### config.mk
export PLATFORM = sky130hd
export DESIGN_NAME = vrb_regbank
export DESIGN_NICKNAME = d
export VERILOG_FILES = /design/src/rtl/vrb_pkg.sv /design/src/rtl/vrb_vout_reg.sv /design/src/rtl/vrb_ctl_regs.sv /design/src/rtl/vrb_pg_blank.sv /design/src/rtl/vrb_regbank.sv
export SDC_FILE = /design/constraint.sdc
export NUM_CORES = 1
export LEC_CHECK = 0
export CAP_MARGIN = 20
export CORE_ASPECT_RATIO = 1.5
export CORE_MARGIN = 1
export CORE_UTILIZATION = 40
export CTS_CLUSTER_DIAMETER = 150
export CTS_CLUSTER_SIZE = 25
export DETAILED_ROUTE_END_ITERATION = 16
export REMOVE_ABC_BUFFERS = 1
export SYNTH_ARGS = -nofsm -noshare
export SYNTH_HDL_FRONTEND = slang
export SYNTH_SLANG_ARGS = --single-unit
### constraint.sdc
create_clock -name clk -period 2.7 [get_ports clk]
set_clock_uncertainty 0.1 [all_clocks]
set_input_delay 0.54 -clock clk [delete_from_list [all_inputs] [get_ports clk]]
set_output_delay 0.54 -clock clk [all_outputs]
set_load 0.1 [all_outputs]
### src/rtl/vrb_pkg.sv
package vrb_pkg;
  localparam int DW = 8;
  localparam int AW = 8;

  localparam logic [AW-1:0] ADR_VOUT = 8'd0;
  localparam logic [AW-1:0] ADR_CTLA = 8'd8;
  localparam logic [AW-1:0] ADR_CTLB = 8'd9;
  localparam logic [AW-1:0] ADR_CTLC = 8'd24;

  localparam int A_EN  = 0;
  localparam int A_INT = 1;
  localparam int A_PGD = 2;
  localparam int A_HIC = 4;
  localparam int A_ECO = 5;
  localparam int B_DAC = 0;
  localparam int B_OVP = 2;
  localparam int B_UVP = 3;
  localparam int C_ILM = 0;

  localparam logic [DW-1:0] VOUT_RST = 8'h32;

  typedef struct packed {
    logic       en_bit;
    logic       int_mode;
    logic [1:0] pgd;
    logic       hiccup;
    logic       eco;
    logic [1:0] dac;
    logic       ovp_dis;
    logic       uvp_dis;
    logic [2:0] ilim;
  } ctl_t;

  localparam ctl_t CTL_RST = '{en_bit: 1'b0, int_mode: 1'b0, pgd: 2'b11,
                               hiccup: 1'b1, eco: 1'b0, dac: 2'b11,
                               ovp_dis: 1'b1, uvp_dis: 1'b1, ilim: 3'b111};

  function automatic logic [DW-1:0] pack_a(ctl_t c);
    logic [DW-1:0] v;
    v = '0;
    v[A_EN] = c.en_bit;
    v[A_INT] = c.int_mode;
    v[A_PGD +: 2] = c.pgd;
    v[A_HIC] = c.hiccup;
    v[A_ECO] = c.eco;
    return v;
  endfunction

  function automatic logic [DW-1:0] pack_b(ctl_t c);
    logic [DW-1:0] v;
    v = '0;
    v[B_DAC +: 2] = c.dac;
    v[B_OVP] = c.ovp_dis;
    v[B_UVP] = c.uvp_dis;
    return v;
  endfunction

  function automatic logic [DW-1:0] pack_c(ctl_t c);
    logic [DW-1:0] v;
    v = '0;
    v[C_ILM +: 3] = c.ilim;
    return v;
  endfunction
endpackage

### src/rtl/vrb_vout_reg.sv
module vrb_vout_reg
  import vrb_pkg::*;
(
  input  logic          clk,
  input  logic          rst,
  input  logic          wr_sel,
  input  logic [DW-1:0] wdata,
  output logic [DW-1:0] vout_q,
  output logic          accept
);
  logic par_odd;

  assign par_odd = ^wdata;
  assign accept  = wr_sel && par_odd;

  always_ff @(posedge clk) begin
    if (rst) vout_q <= VOUT_RST;
    else if (accept) vout_q <= wdata;
  end

  assert_reject_keeps_R3: assert property (@(posedge clk) disable iff (rst)
    (wr_sel && !(^wdata)) |=> (vout_q == $past(vout_q)));

  assert_stored_odd_R2: assert property (@(posedge clk) disable iff (rst)
    (^vout_q) == 1'b1);
endmodule

### src/rtl/vrb_ctl_regs.sv
module vrb_ctl_regs
  import vrb_pkg::*;
(
  input  logic          clk,
  input  logic          rst,
  input  logic          wr_a,
  input  logic          wr_b,
  input  logic          wr_c,
  input  logic          set_int,
  input  logic [DW-1:0] wdata,
  output ctl_t          cfg
);
  always_ff @(posedge clk) begin
    if (rst) begin
      cfg <= CTL_RST;
    end else begin
      if (wr_a) begin
        cfg.en_bit   <= wdata[A_EN];
        cfg.int_mode <= wdata[A_INT];
        cfg.pgd      <= wdata[A_PGD +: 2];
        cfg.hiccup   <= wdata[A_HIC];
        cfg.eco      <= wdata[A_ECO];
      end
      if (set_int) cfg.int_mode <= 1'b1;
      if (wr_b) begin
        cfg.dac     <= wdata[B_DAC +: 2];
        cfg.ovp_dis <= wdata[B_OVP];
        cfg.uvp_dis <= wdata[B_UVP];
      end
      if (wr_c) cfg.ilim <= wdata[C_ILM +: 3];
    end
  end

  assert_int_set_R4: assert property (@(posedge clk) disable iff (rst)
    set_int |=> cfg.int_mode);

  assert_int_clear_R5: assert property (@(posedge clk) disable iff (rst)
    (wr_a && !wdata[A_INT] && !set_int) |=> !cfg.int_mode);

  assert_a_isolated_R9: assert property (@(posedge clk) disable iff (rst)
    ((wr_b || wr_c) && !wr_a && !set_int) |=>
      ($stable(cfg.pgd) && $stable(cfg.hiccup) && $stable(cfg.eco) && $stable(cfg.en_bit)));

  assert_en_kept_R3: assert property (@(posedge clk) disable iff (rst)
    (!wr_a) |=> $stable(cfg.en_bit));
endmodule

### src/rtl/vrb_pg_blank.sv
module vrb_pg_blank #(
  parameter int BASE_TICKS = 1320
) (
  input  logic       clk,
  input  logic       rst,
  input  logic       fault,
  input  logic [1:0] code,
  output logic       pull
);
  localparam int MAX_TICKS = 4 * BASE_TICKS;
  localparam int CW = $clog2(MAX_TICKS + 1);

  logic [CW-1:0] cnt;
  logic [CW-1:0] target;

  always_comb begin
    case (code)
      2'b00:   target = '0;
      2'b01:   target = CW'(BASE_TICKS);
      2'b10:   target = CW'(2 * BASE_TICKS);
      default: target = CW'(MAX_TICKS);
    endcase
  end

  always_ff @(posedge clk) begin
    if (rst) begin
      cnt  <= '0;
      pull <= 1'b0;
    end else if (!fault) begin
      cnt  <= '0;
      pull <= 1'b0;
    end else if (cnt >= target) begin
      pull <= 1'b1;
    end else begin
      cnt  <= cnt + 1'b1;
      pull <= 1'b0;
    end
  end

  assert_release_R8: assert property (@(posedge clk) disable iff (rst)
    !fault |=> !pull);

  assert_pull_after_fault_R7: assert property (@(posedge clk) disable iff (rst)
    $rose(pull) |-> $past(fault));

  assert_cnt_bounded_R7: assert property (@(posedge clk) disable iff (rst)
    cnt <= CW'(MAX_TICKS));
endmodule

### src/rtl/vrb_regbank.sv
module vrb_regbank
  import vrb_pkg::*;
#(
  parameter int BASE_TICKS = 1320
) (
  input  logic       clk,
  input  logic       rst,
  input  logic       wr_en,
  input  logic [7:0] addr,
  input  logic [7:0] wdata,
  output logic [7:0] rdata,
  input  logic       ext_en,
  input  logic       fault,
  output logic       pg_pull,
  output logic       en_out,
  output logic       int_mode,
  output logic [6:0] vcode,
  output logic [1:0] dac_settle,
  output logic [2:0] ilim,
  output logic       hiccup_en,
  output logic       eco_en,
  output logic       ovp_latch_dis,
  output logic       uvp_latch_dis
);
  logic          sel_v, sel_a, sel_b, sel_c;
  logic          v_accept;
  logic [DW-1:0] vout_q;
  logic [DW-1:0] rd_mux;
  ctl_t          cfg;

  assign sel_v = wr_en && (addr == ADR_VOUT);
  assign sel_a = wr_en && (addr == ADR_CTLA);
  assign sel_b = wr_en && (addr == ADR_CTLB);
  assign sel_c = wr_en && (addr == ADR_CTLC);

  vrb_vout_reg u_vout (
    .clk(clk), .rst(rst), .wr_sel(sel_v), .wdata(wdata),
    .vout_q(vout_q), .accept(v_accept)
  );

  vrb_ctl_regs u_ctl (
    .clk(clk), .rst(rst), .wr_a(sel_a), .wr_b(sel_b), .wr_c(sel_c),
    .set_int(v_accept), .wdata(wdata), .cfg(cfg)
  );

  vrb_pg_blank #(.BASE_TICKS(BASE_TICKS)) u_pg (
    .clk(clk), .rst(rst), .fault(fault), .code(cfg.pgd), .pull(pg_pull)
  );

  always_comb begin
    case (addr)
      ADR_VOUT: rd_mux = vout_q;
      ADR_CTLA: rd_mux = pack_a(cfg);
      ADR_CTLB: rd_mux = pack_b(cfg);
      ADR_CTLC: rd_mux = pack_c(cfg);
      default:  rd_mux = '0;
    endcase
  end

  always_ff @(posedge clk) begin
    if (rst) begin
      rdata  <= '0;
      en_out <= 1'b0;
    end else begin
      rdata  <= rd_mux;
      en_out <= cfg.en_bit | ext_en;
    end
  end

  assign vcode         = vout_q[DW-2:0];
  assign int_mode      = cfg.int_mode;
  assign dac_settle    = cfg.dac;
  assign ilim          = cfg.ilim;
  assign hiccup_en     = cfg.hiccup;
  assign eco_en        = cfg.eco;
  assign ovp_latch_dis = cfg.ovp_dis;
  assign uvp_latch_dis = cfg.uvp_dis;

  assert_pin_forces_en_R6: assert property (@(posedge clk) disable iff (rst)
    ext_en |=> en_out);

  assert_accept_sets_int_R4: assert property (@(posedge clk) disable iff (rst)
    (wr_en && addr == ADR_VOUT && (^wdata)) |=> int_mode);

  assert_undef_reads_zero_R11: assert property (@(posedge clk) disable iff (rst)
    (addr != ADR_VOUT && addr != ADR_CTLA && addr != ADR_CTLB && addr != ADR_CTLC)
      |=> (rdata == '0));
endmodule

==> results by group <==
Run status
  • Status: complete, no violations

Synth
  • Post-Synthesis Cell Area: 0.00233 sq mm
  • Post-synthesis sequential area ratio: 0.377
  • Count of state elements after synthesis: 44
  • Count of cell types in the netlist: 42
  • Synthesized area per cell: 8.52 sq um
  • Post-synthesis cell count: 274
  • Ys flop type: dfxtp_1
  • Async S/R FF share, synth: 0
  • Warnings, synthesis: 0
  • Post-synth EDFFs: 0

Flow run
  • Max_cap viols: 0

Routing
  • Detailed-route DRC error count: 0
  • WL per Instance: 15.1 um
  • Via/cell ratio: 5.38
  • Initial DRC count: 78
  • Final WL: 5830 um
  • Routed via count: 2,083
  • ANT nets after route: 0
  • DRT Pass-1 Iters: 4

Pwr
  • Pwr Total: 0.00135 W
  • PwrDens: 464 mW/mm^2
  • Leak: 1.27 nW
  • Peak VDD IR: 0.308 mV

Global routing
  • Global router's overall resource usage: 0.204
  • Number of global-route vias before repair: 1,961
  • Antenna violations before repair: 0
  • First-pass GRT wire length: 9530 um
  • Overflow after GRT: 0
  • Largest net degree at the start of global routing: 18

Finish
  • Share of layout cells above drive strength 1: 0.174
  • Final nets: 349
  • Util after Layout: 0.526
  • Commonest non-fill, non-tap cell in the layout: dfxtp_1
  • Synth-to-Final Area Change: 24.7%
  • Most frequent cells in the layout: dfxtp_1, buf_4, nand2_1
  • Ant diodes: 0
  • # fillers: 550

Timing
  • Setup ws final: 0.208 ns
  • Relative slew slack: 0.557
  • Final Setup Violations: 0
  • Slew Viols, Final: 0
  • Setup total negative slack: 0 ns
  • Min Hold Slack: 0.382 ns
  • Final hold vios: 0
  • Tcrit/Tclk final: 0.923
  • Final min period: 2.49 ns
  • FMAX: 0.401 GHz
  • Worst slew pin tran: 0.659 ns
  • RSZ-0062 raised after global routing: false

CTS
  • CTS tree: yes
  • Num Clock Sinks: 44
  • Post-CTS setup buffers: 0
  • CTS Buffer Depth: 2
  • Clock-pin slew on the worst setup and hold paths: 0.09 ns
  • Cts hold-fix bufs: 0
  • Root Buffer: clkbuf_8
  • H-Tree Depth: 2
  • CTS buffer count: 5
  • CTS resizes: 0
  • Clk_lat worst skew: 0.30 ns

Critical path
  • Worst EP arrival: 2.59 ns
  • CP max stage cell: o2111a_1
  • Crit path required time: 2.79 ns
  • Crit Path Class: flop to flop
  • Worst-path cell chain: inv_1 -> nand2_1 -> ha_1 -> a211o_1 -> o211ai_1 -> o2111a_1 -> a31oi_1 -> a41o_1
  • Crit. End Element: flop
  • CP startpoint kind: flop
  • CP max FO: 15
  • Critical Path Max Stage Delay: 0.60 ns

Placement
  • Global placer's final weighted congestion: 0.795
  • Port Buffers: 47
  • Final HPWL DP: 4530 um
  • Worst slack, placed: 0.167 ns

Min path
  • Hold Path Class: flop to flop

Die
  • Die area: 0.00615 sq mm
  • Core Area: 0.00553 sq mm
  • Io pins: 48
  • Die width: 64.4 um
  • Starting density of the core: 0.422
  • Die Height: 95.5 um
  • Num rows: 33
## Yosys cell counts, types with 4 or more instances
master | count | area share
o21a_1 | 4 | 0.013
nand3_1 | 9 | 0.019
or3_1 | 5 | 0.013
o21ai_0 | 8 | 0.017
nor2_1 | 22 | 0.035
a31oi_1 | 8 | 0.021
mux2i_1 | 14 | 0.060
dfxtp_1 | 44 | 0.38
o211ai_1 | 7 | 0.023
xnor2_1 | 7 | 0.026
buf_4 | 12 | 0.039
a211o_1 | 4 | 0.015
nand4_1 | 9 | 0.024
ha_1 | 12 | 0.064
inv_1 | 18 | 0.029
nand2b_1 | 6 | 0.016
nand2_1 | 27 | 0.043
clkbuf_1 | 8 | 0.013
a21oi_1 | 14 | 0.030
## path summary, 6_finish.rpt
check / slack, ns / from / to / cells after the start
max reg2reg: 0.21 / u_ctl.cfg[9] / u_pg.cnt[6] / 8
min: 0.38 / u_vout.vout_q[7] / rdata[7] / 1
max: 0.21 / u_ctl.cfg[9] / u_pg.cnt[6] / 8
min reg2reg: 0.38 / u_vout.vout_q[7] / rdata[7] / 1
## final cells by class
| type | instances | area [sq um] | share of cell area |
|---|---|---|---|
| multi-input cells | 188 | 1250 | 0.431 |
| flip-flops and latches | 44 | 881 | 0.303 |
| clock buffers | 7 | 96.3 | 0.0331 |
| well taps | 70 | 87.6 | 0.0301 |
| inverters | 18 | 67.6 | 0.0232 |
| clock inverters | 1 | 30.0 | 0.0103 |
| repair buffers | 59 | 493 | 0.169 |
## layer usage
metal | part of all wire | GRT usage | up-vias
met4 | 0.022 | 0.0759 | 0
li1 | - | - | 1046
met5 | 0 | 0 | -
met3 | 0.037 | 0.0359 | 11
met2 | 0.54 | 0.379 | 51
met1 | 0.40 | 0.228 | 975
## kinds of logic (layout without fill, tap and decap cells)
kind of cell             count (synthesis)  after routing  share of synthesized area
AO/OA/AOI/OAI                           54             54                      0.154
XOR/XNOR                                 7              7                     0.0263
adder cells (fa/ha/maj)                 12             12                     0.0643
buffers and inverters                   42             85                     0.0879
flip-flops                              44             44                      0.377
multiplexers                            15             15                     0.0649
AND/OR/NAND/NOR                        100            100                      0.225
## critical path, delay by kind of cell (launching register included)
family,cells,cell delay (ns)
AO/OA/AOI/OAI,5,1.42
flip-flops,1,0.37
adder cells (fa/ha/maj),1,0.21
AND/OR/NAND/NOR,1,0.15
buffers and inverters,1,0.14
## metrics by stage
step                cells  cell area [sq um]
global placement      379               2780
finish                387               2910
detailed placement    379               2780
global route          387               2910
CTS                   387               2900
floorplan             250               2200
## state kept, by name, summed over array words and instances, names as in the netlist
| register | count |
|---|---|
| en_out | 1 |
| u_pg.pull | 1 |
| rdata | 8 |
| u_pg.cnt | 13 |
| u_ctl.cfg | 13 |
| u_vout.vout_q | 8 |
## where the power goes
| group | internal (W) | leakage [nW] | total [W] | switching [W] |
|---|---|---|---|---|
| clock | 0.000327 | 0.0645 | 0.000553 | 0.000226 |
| sequential | 0.000651 | 0.355 | 0.000653 | 0.00000213 |
| combinational | 0.0000616 | 0.850 | 0.000143 | 0.0000816 |
| total | 0.00104 | 1.27 | 0.00135 | 0.000310 |
Power figures use the tool's default switching activity.
